File: src/rtl/tmrPkg.sv
package tmrPkg;

  typedef enum logic [1:0] {
    MODE_PRESC  = 2'd0,
    MODE_FULL   = 2'd1,
    MODE_RELOAD = 2'd2,
    MODE_SPLIT  = 2'd3
  } tmrMode_t;

  // strobes from control to datapath, one clock cycle each
  typedef struct packed {
    logic [1:0] cntEn;      // step counter k this cycle
    logic       splitHiEn;  // step counter 0 high byte in split mode
    logic [3:0] wrByte;     // one-hot byte write
  } tmrStrb_t;

endpackage

File: src/rtl/tmrCtrl.sv
module tmrCtrl
  import tmrPkg::*;
(
  input  logic       clk,
  input  logic       rstN,
  input  logic       tickEn,
  input  logic [1:0] cntPin,
  input  logic [1:0] gatePin,
  input  logic [1:0] runEn,
  input  logic [1:0] extSel,
  input  logic [1:0] gateEn,
  input  logic       wrEn,
  input  logic [1:0] wrAddr,
  output tmrStrb_t   strb
);

  logic [1:0] cntEnV;
  logic [3:0] wrByteV;
  logic       wrCnt0;

  assign wrByteV = wrEn ? (4'b0001 << wrAddr) : 4'b0000;
  assign wrCnt0  = wrEn & ~wrAddr[1];

  for (genvar k = 0; k < 2; k++) begin : gChan
    logic prevSmp;
    logic fallSeen;
    logic srcHit;
    logic wrHit;

    always_ff @(posedge clk or negedge rstN) begin
      if (!rstN)       prevSmp <= 1'b0;
      else if (tickEn) prevSmp <= cntPin[k];
    end

    assign fallSeen  = tickEn & prevSmp & ~cntPin[k];
    assign srcHit    = extSel[k] ? fallSeen : tickEn;
    assign wrHit     = wrEn & (wrAddr[1] == 1'(k));
    assign cntEnV[k] = runEn[k] & (~gateEn[k] | gatePin[k]) & srcHit & ~wrHit;


    gate_block_chk: assert property (@(posedge clk) disable iff (!rstN)
      (gateEn[k] && !gatePin[k]) |-> !strb.cntEn[k]);
  end

  assign strb = '{cntEn:     cntEnV,
                  splitHiEn: tickEn & runEn[1] & ~wrCnt0,
                  wrByte:    wrByteV};

endmodule

File: src/rtl/tmrData.sv
module tmrData
  import tmrPkg::*;
#(
  parameter int BYTE_W = 8,
  parameter int PRE_W  = 5
) (
  input  logic                clk,
  input  logic                rstN,
  input  tmrStrb_t            strb,
  input  logic [1:0]          modeSel0,
  input  logic [1:0]          modeSel1,
  input  logic [BYTE_W-1:0]   wrData,
  input  logic [1:0]          flagClr,
  output logic [2*BYTE_W-1:0] count0,
  output logic [2*BYTE_W-1:0] count1,
  output logic [1:0]          ovfFlag,
  output logic                baudPulse
);

  localparam int CNT_W = 2 * BYTE_W;
  localparam logic [BYTE_W-1:0] ONE_B = BYTE_W'(1);
  localparam logic [PRE_W-1:0]  ONE_P = PRE_W'(1);
  localparam logic [CNT_W-1:0]  ONE_C = CNT_W'(1);

  tmrMode_t          modeArr [2];
  logic [BYTE_W-1:0] loArr   [2];
  logic [BYTE_W-1:0] hiArr   [2];
  logic [1:0]        wrapArr;
  logic              splitHiWrap;
  logic [1:0]        flagQ;
  logic [1:0]        flagSet;
  logic              baudQ;

  assign modeArr[0] = tmrMode_t'(modeSel0);
  assign modeArr[1] = tmrMode_t'(modeSel1);

  for (genvar k = 0; k < 2; k++) begin : gCnt
    logic [BYTE_W-1:0] lo, hi, nLo, nHi;
    logic              sWrap;
    logic              wrLo, wrHi;
    tmrMode_t          md;

    assign md   = modeArr[k];
    assign wrLo = strb.wrByte[2*k];
    assign wrHi = strb.wrByte[2*k+1];

    always_comb begin
      nLo   = lo;
      nHi   = hi;
      sWrap = 1'b0;
      unique case (md)
        MODE_PRESC: begin
          if (&lo[PRE_W-1:0]) begin
            nLo[PRE_W-1:0] = '0;
            nHi            = hi + ONE_B;
            sWrap          = &hi;
          end else begin
            nLo[PRE_W-1:0] = lo[PRE_W-1:0] + ONE_P;
          end
        end
        MODE_FULL: begin
          {nHi, nLo} = {hi, lo} + ONE_C;
          sWrap      = &{hi, lo};
        end
        MODE_RELOAD: begin
          if (&lo) begin
            nLo   = hi;
            sWrap = 1'b1;
          end else begin
            nLo = lo + ONE_B;
          end
        end
        MODE_SPLIT: begin
          if (k == 0) begin
            nLo   = lo + ONE_B;
            sWrap = &lo;
          end
        end
      endcase
    end

    always_ff @(posedge clk or negedge rstN) begin
      if (!rstN)              lo <= '0;
      else if (wrLo)          lo <= wrData;
      else if (strb.cntEn[k]) lo <= nLo;
    end

    always_ff @(posedge clk or negedge rstN) begin
      if (!rstN)      hi <= '0;
      else if (wrHi)  hi <= wrData;
      else if (k == 0 && md == MODE_SPLIT) begin
        if (strb.splitHiEn) hi <= hi + ONE_B;
      end
      else if (strb.cntEn[k]) hi <= nHi;
    end

    assign loArr[k]   = lo;
    assign hiArr[k]   = hi;
    assign wrapArr[k] = strb.cntEn[k] & sWrap;
  end

  assign splitHiWrap = (modeArr[0] == MODE_SPLIT) & strb.splitHiEn & (&hiArr[0]);
  assign flagSet[0]  = wrapArr[0];
  assign flagSet[1]  = splitHiWrap | (wrapArr[1] & (modeArr[0] != MODE_SPLIT));

  always_ff @(posedge clk or negedge rstN) begin
    if (!rstN) begin
      flagQ <= '0;
      baudQ <= 1'b0;
    end else begin
      flagQ <= (flagQ & ~flagClr) | flagSet;
      baudQ <= wrapArr[1];
    end
  end

  assign count0    = {hiArr[0], loArr[0]};
  assign count1    = {hiArr[1], loArr[1]};
  assign ovfFlag   = flagQ;
  assign baudPulse = baudQ;


  reload_hold_chk: assert property (@(posedge clk) disable iff (!rstN)
    (modeArr[1] == MODE_RELOAD && !strb.wrByte[3]) |=> $stable(hiArr[1]));


  split_c1_hold_chk: assert property (@(posedge clk) disable iff (!rstN)
    (modeArr[1] == MODE_SPLIT && strb.wrByte[3:2] == 2'b00) |=> $stable(count1));


  flag0_clear_chk: assert property (@(posedge clk) disable iff (!rstN)
    $fell(ovfFlag[0]) |-> $past(flagClr[0]));


  flag1_clear_chk: assert property (@(posedge clk) disable iff (!rstN)
    $fell(ovfFlag[1]) |-> $past(flagClr[1]));


  split_noflag_chk: assert property (@(posedge clk) disable iff (!rstN)
    (modeArr[0] == MODE_SPLIT && !splitHiWrap && !ovfFlag[1]) |=> !ovfFlag[1]);

endmodule

File: src/rtl/tmrPair.sv
module tmrPair
  import tmrPkg::*;
#(
  parameter int BYTE_W = 8,
  parameter int PRE_W  = 5
) (
  input  logic                clk,
  input  logic                rstN,
  input  logic                tickEn,
  input  logic [1:0]          cntPin,
  input  logic [1:0]          gatePin,
  input  logic [1:0]          runEn,
  input  logic [1:0]          extSel,
  input  logic [1:0]          gateEn,
  input  logic [1:0]          modeSel0,
  input  logic [1:0]          modeSel1,
  input  logic                wrEn,
  input  logic [1:0]          wrAddr,
  input  logic [BYTE_W-1:0]   wrData,
  input  logic [1:0]          flagClr,
  output logic [2*BYTE_W-1:0] count0,
  output logic [2*BYTE_W-1:0] count1,
  output logic [1:0]          ovfFlag,
  output logic                baudPulse
);

  tmrStrb_t strb;

  tmrCtrl uCtrl (
    .clk(clk), .rstN(rstN), .tickEn(tickEn), .cntPin(cntPin),
    .gatePin(gatePin), .runEn(runEn), .extSel(extSel), .gateEn(gateEn),
    .wrEn(wrEn), .wrAddr(wrAddr), .strb(strb)
  );

  tmrData #(.BYTE_W(BYTE_W), .PRE_W(PRE_W)) uData (
    .clk(clk), .rstN(rstN), .strb(strb), .modeSel0(modeSel0),
    .modeSel1(modeSel1), .wrData(wrData), .flagClr(flagClr),
    .count0(count0), .count1(count1), .ovfFlag(ovfFlag),
    .baudPulse(baudPulse)
  );

endmodule

File: config.mk
export PLATFORM = sky130hd
export DESIGN_NAME = tmrPair
export DESIGN_NICKNAME = d
export VERILOG_FILES = /design/src/rtl/tmrPkg.sv /design/src/rtl/tmrCtrl.sv /design/src/rtl/tmrData.sv /design/src/rtl/tmrPair.sv
export SDC_FILE = /design/constraint.sdc
export NUM_CORES = 1
export LEC_CHECK = 0
export BUFFER_PORTS_ARGS = -buffer_cell sky130_fd_sc_hd__buf_2
export CORE_ASPECT_RATIO = 1.2
export CORE_MARGIN = 2
export CORE_UTILIZATION = 48
export CTS_CLUSTER_SIZE = 25
export DETAILED_ROUTE_END_ITERATION = 7
export PLACE_DENSITY_LB_ADDON = 0.2
export SLEW_MARGIN = 10
export SYNTH_ARGS = -nofsm -noshare
export SYNTH_HDL_FRONTEND = slang
export SYNTH_HIERARCHICAL = 1
export SYNTH_SLANG_ARGS = --single-unit
File: constraint.sdc
create_clock -name clk -period 3.2 [get_ports clk]
set_clock_uncertainty 0.1 [all_clocks]
set_input_delay 0.64 -clock clk [delete_from_list [all_inputs] [get_ports clk]]
set_output_delay 0.64 -clock clk [all_outputs]
set_load 0.01 [all_outputs]
==> flow_summary.ini <==
[worst_setup_path]
cp-end-kind = register
reg2reg_slack_ns = 0.34
r2r_start = uData/gCnt[0].lo[0]
required_ns = 3.32
cp_max_fo = 10
reg2reg_depth = 7
start_kind = register
critPathKind = register to register
timing.rr.end = uData/gCnt[0].hi[5]
crit_arrival_ns = 2.98

[timing]
worst_pin_slew_ns = 0.8605
period_minus_slack_ns = 2.857
finalSetupViolCount = 0
rsz0062_at_grt = false
slew_viol_final = 0
setup-tns-final_ns = 0
finalCritPeriodShare_pct = 89.27
slew_headroom_pct = 42.63
setup_slack_ns = 0.3434
finalHoldViolations = 0
max_freq_mhz = 350.1

[placement]
routabilityCongestion = 0.9461
io_buffer_count = 64
dpl_worst_slack_ns = 0.4012
hpwl_mm = 7.092

[floorplan]
fp.dieW_um = 77.12
die_area_sq_um = 7075
die_y_um = 91.74
ios = 65
core_sq_um = 6128
core.rowCount = 31
start_util_pct = 50.24

[global_routing]
grt-ovfl-total = 0
first_global_vias = 3159
grt_pass1_wl_mm = 15.36
grt_usage_pct = 27.14
grt_max_degree = 38
antenna_found_initial = 0

[logic_synthesis]
ys_seq_area_share_pct = 30.07
yosys-top-cells-area = dfrtp_1, ha_1, nand2_1, a31oi_1, o21ai_0
synth_area_sq_um = 3079
async_flop_share_pct = 100.0
yosysTopAreaCellShare_pct = 30.07
syn_avg_cell_area_sq_um = 8.233
synth_area_leader_cell = dfrtp_1
synth_common_cells = dfrtp_1, nand2_1, inv_1, nor2_1, o21ai_0
synthesis.nets = 419
synth-main-ff-cell = dfrtp_1
synth-seq-cells = 37
yosys_warnings = 6
synth_cell_types = 62
synth.most_common_cell = dfrtp_1
synth_edf_count = 0
syn_inst = 374

[drt]
drt_drc_violations_left = 0
ant_nets = 0
drt_first_pass_iters = 5
vias_per_cell = 6.555
wl_per_cell_um = 18.58
wl_mm = 9.643
drtIter0Drc = 298
vias = 3402

[clock_tree]
ctsHtreeMaxLevel = 2
clk_latency_ns = 0.30
hold_buffers = 0
cts_buffers = 5
cts_root_buffer = clkbuf_8
cts_setup_buffers = 0
tritoncts = yes
cts.clk_slew.worst_paths_ns = 0.09
clockBufferDepth = 2
cts_resized = 0
clock_sinks = 37

[power_and_ir_drop]
p_leak_nw = 1.511
ir_drop_v = 0.0002217
cellPowerDensity_nw_per_um2 = 496.5

[worst_hold_path]
worstHoldPathType = input port to asynchronous set/reset pin

[final_layout]
fin_nets = 481
drive_gt1_share_pct = 20.59
area_growth_pct = 16.70
antenna_cells = 0

[status]
status = complete, no violations

[flow_run]
max_cap_violations = 0
-- final cells by class --
| cell class | count | area, sq um |
|---|---|---|
| multi-input cells | 300 | 2008 |
| clock buffers | 6 | 82.58 |
| repair buffers | 67 | 342.8 |
| well taps | 82 | 102.6 |
| flip-flops and latches | 37 | 925.9 |
| fillers | 599 | 2535 |
| clock inverters | 2 | 37.54 |
| inverters | 25 | 93.84 |
-- how the worst max path moves through the flow --
stage,cells after the start,endpoint,slack [ns],startpoint
after floorplan,8,uData/gCnt[0].hi[2],0.57,cntPin[0]
after global placement,7,uData/gCnt[0].hi[6],0.46,cntPin[0]
after detailed placement,7,uData/gCnt[0].hi[5],0.40,cntPin[0]
after CTS,7,uData/gCnt[0].hi[5],0.39,uData/gCnt[0].lo[0]
after global routing,7,uData/gCnt[0].hi[2],0.23,uData/gCnt[0].lo[0]
final,7,uData/gCnt[0].hi[5],0.34,uData/gCnt[0].lo[0]
-- layout by cell type (no fill, tap or decap), types with 7 or more instances in the layout --
cell	n
a21oi_1	14
a31oi_1	20
and3_1	10
buf_2	64
dfrtp_1	37
ha_1	15
inv_1	25
nand2_1	34
nand3_1	20
nand4_1	7
nor2_1	25
nor3_1	9
o21ai_0	25
or3_1	9
or4_1	8
-- flip-flops by register name, summed over array words and instances, names as in the netlist --
name	flops
uCtrl/gChan.prevSmp	2
uData/gCnt.hi	16
uData/baudPulse	1
uData/gCnt.lo	16
uData/ovfFlag	2
-- per-layer routing --
layer	wire, um	global-route usage [%]	vias to the layer above
met4	480	13.54	0
li1	-	-	1568
met3	768	3.740	36
met2	4591	47.44	212
met5	0	0	-
met1	3802	32.52	1586
-- cell families (layout without fill, tap and decap cells) --
group	count (synthesis)	count (layout)	synth area share, %
XOR/XNOR	1	1	0.2845
AO/OA/AOI/OAI	117	117	27.10
AND/OR/NAND/NOR	160	160	29.30
multiplexers	7	7	2.438
flip-flops	37	37	30.07
adder cells (fa/ha/maj)	15	15	6.095
buffers and inverters	37	100	4.714
-- worst max-delay path: stages (launching register included) --
cell,delay (ns)
dfrtp_1,0.47
ha_1,0.28
and3_1,0.39
ha_1,0.27
nor2b_1,0.09
nor4_1,0.51
or4b_1,0.49
a31oi_1,0.18
-- metrics by stage --
step           instance area, sq um  util (%)  std cells  hold WS (ns)  power (mW)
2_1_floorplan                  3079         -        374        0.2444       1.087
3_3_place_gp                   3473     56.68        511        0.4100       1.325
3_5_place_dp                   3473     56.68        511        0.4099       1.338
4_1_cts                        3593     58.64        519        0.3858       1.783
5_1_grt                        3593     58.64        519        0.4281       1.886
6_report                       3593     58.64        519        0.3457       1.784
-- power breakdown --
part / internal [mW] / total, mW / switching, mW / leakage (nW)
Sequential: 0.552 / 0.722 / 0.170 / 0.436
Combinational: 0.267 / 0.625 / 0.358 / 1.02
Clock: 0.254 / 0.437 / 0.183 / 0.0574
Total: 1.07 / 1.78 / 0.711 / 1.51
(Power assumes the default switching activity.)
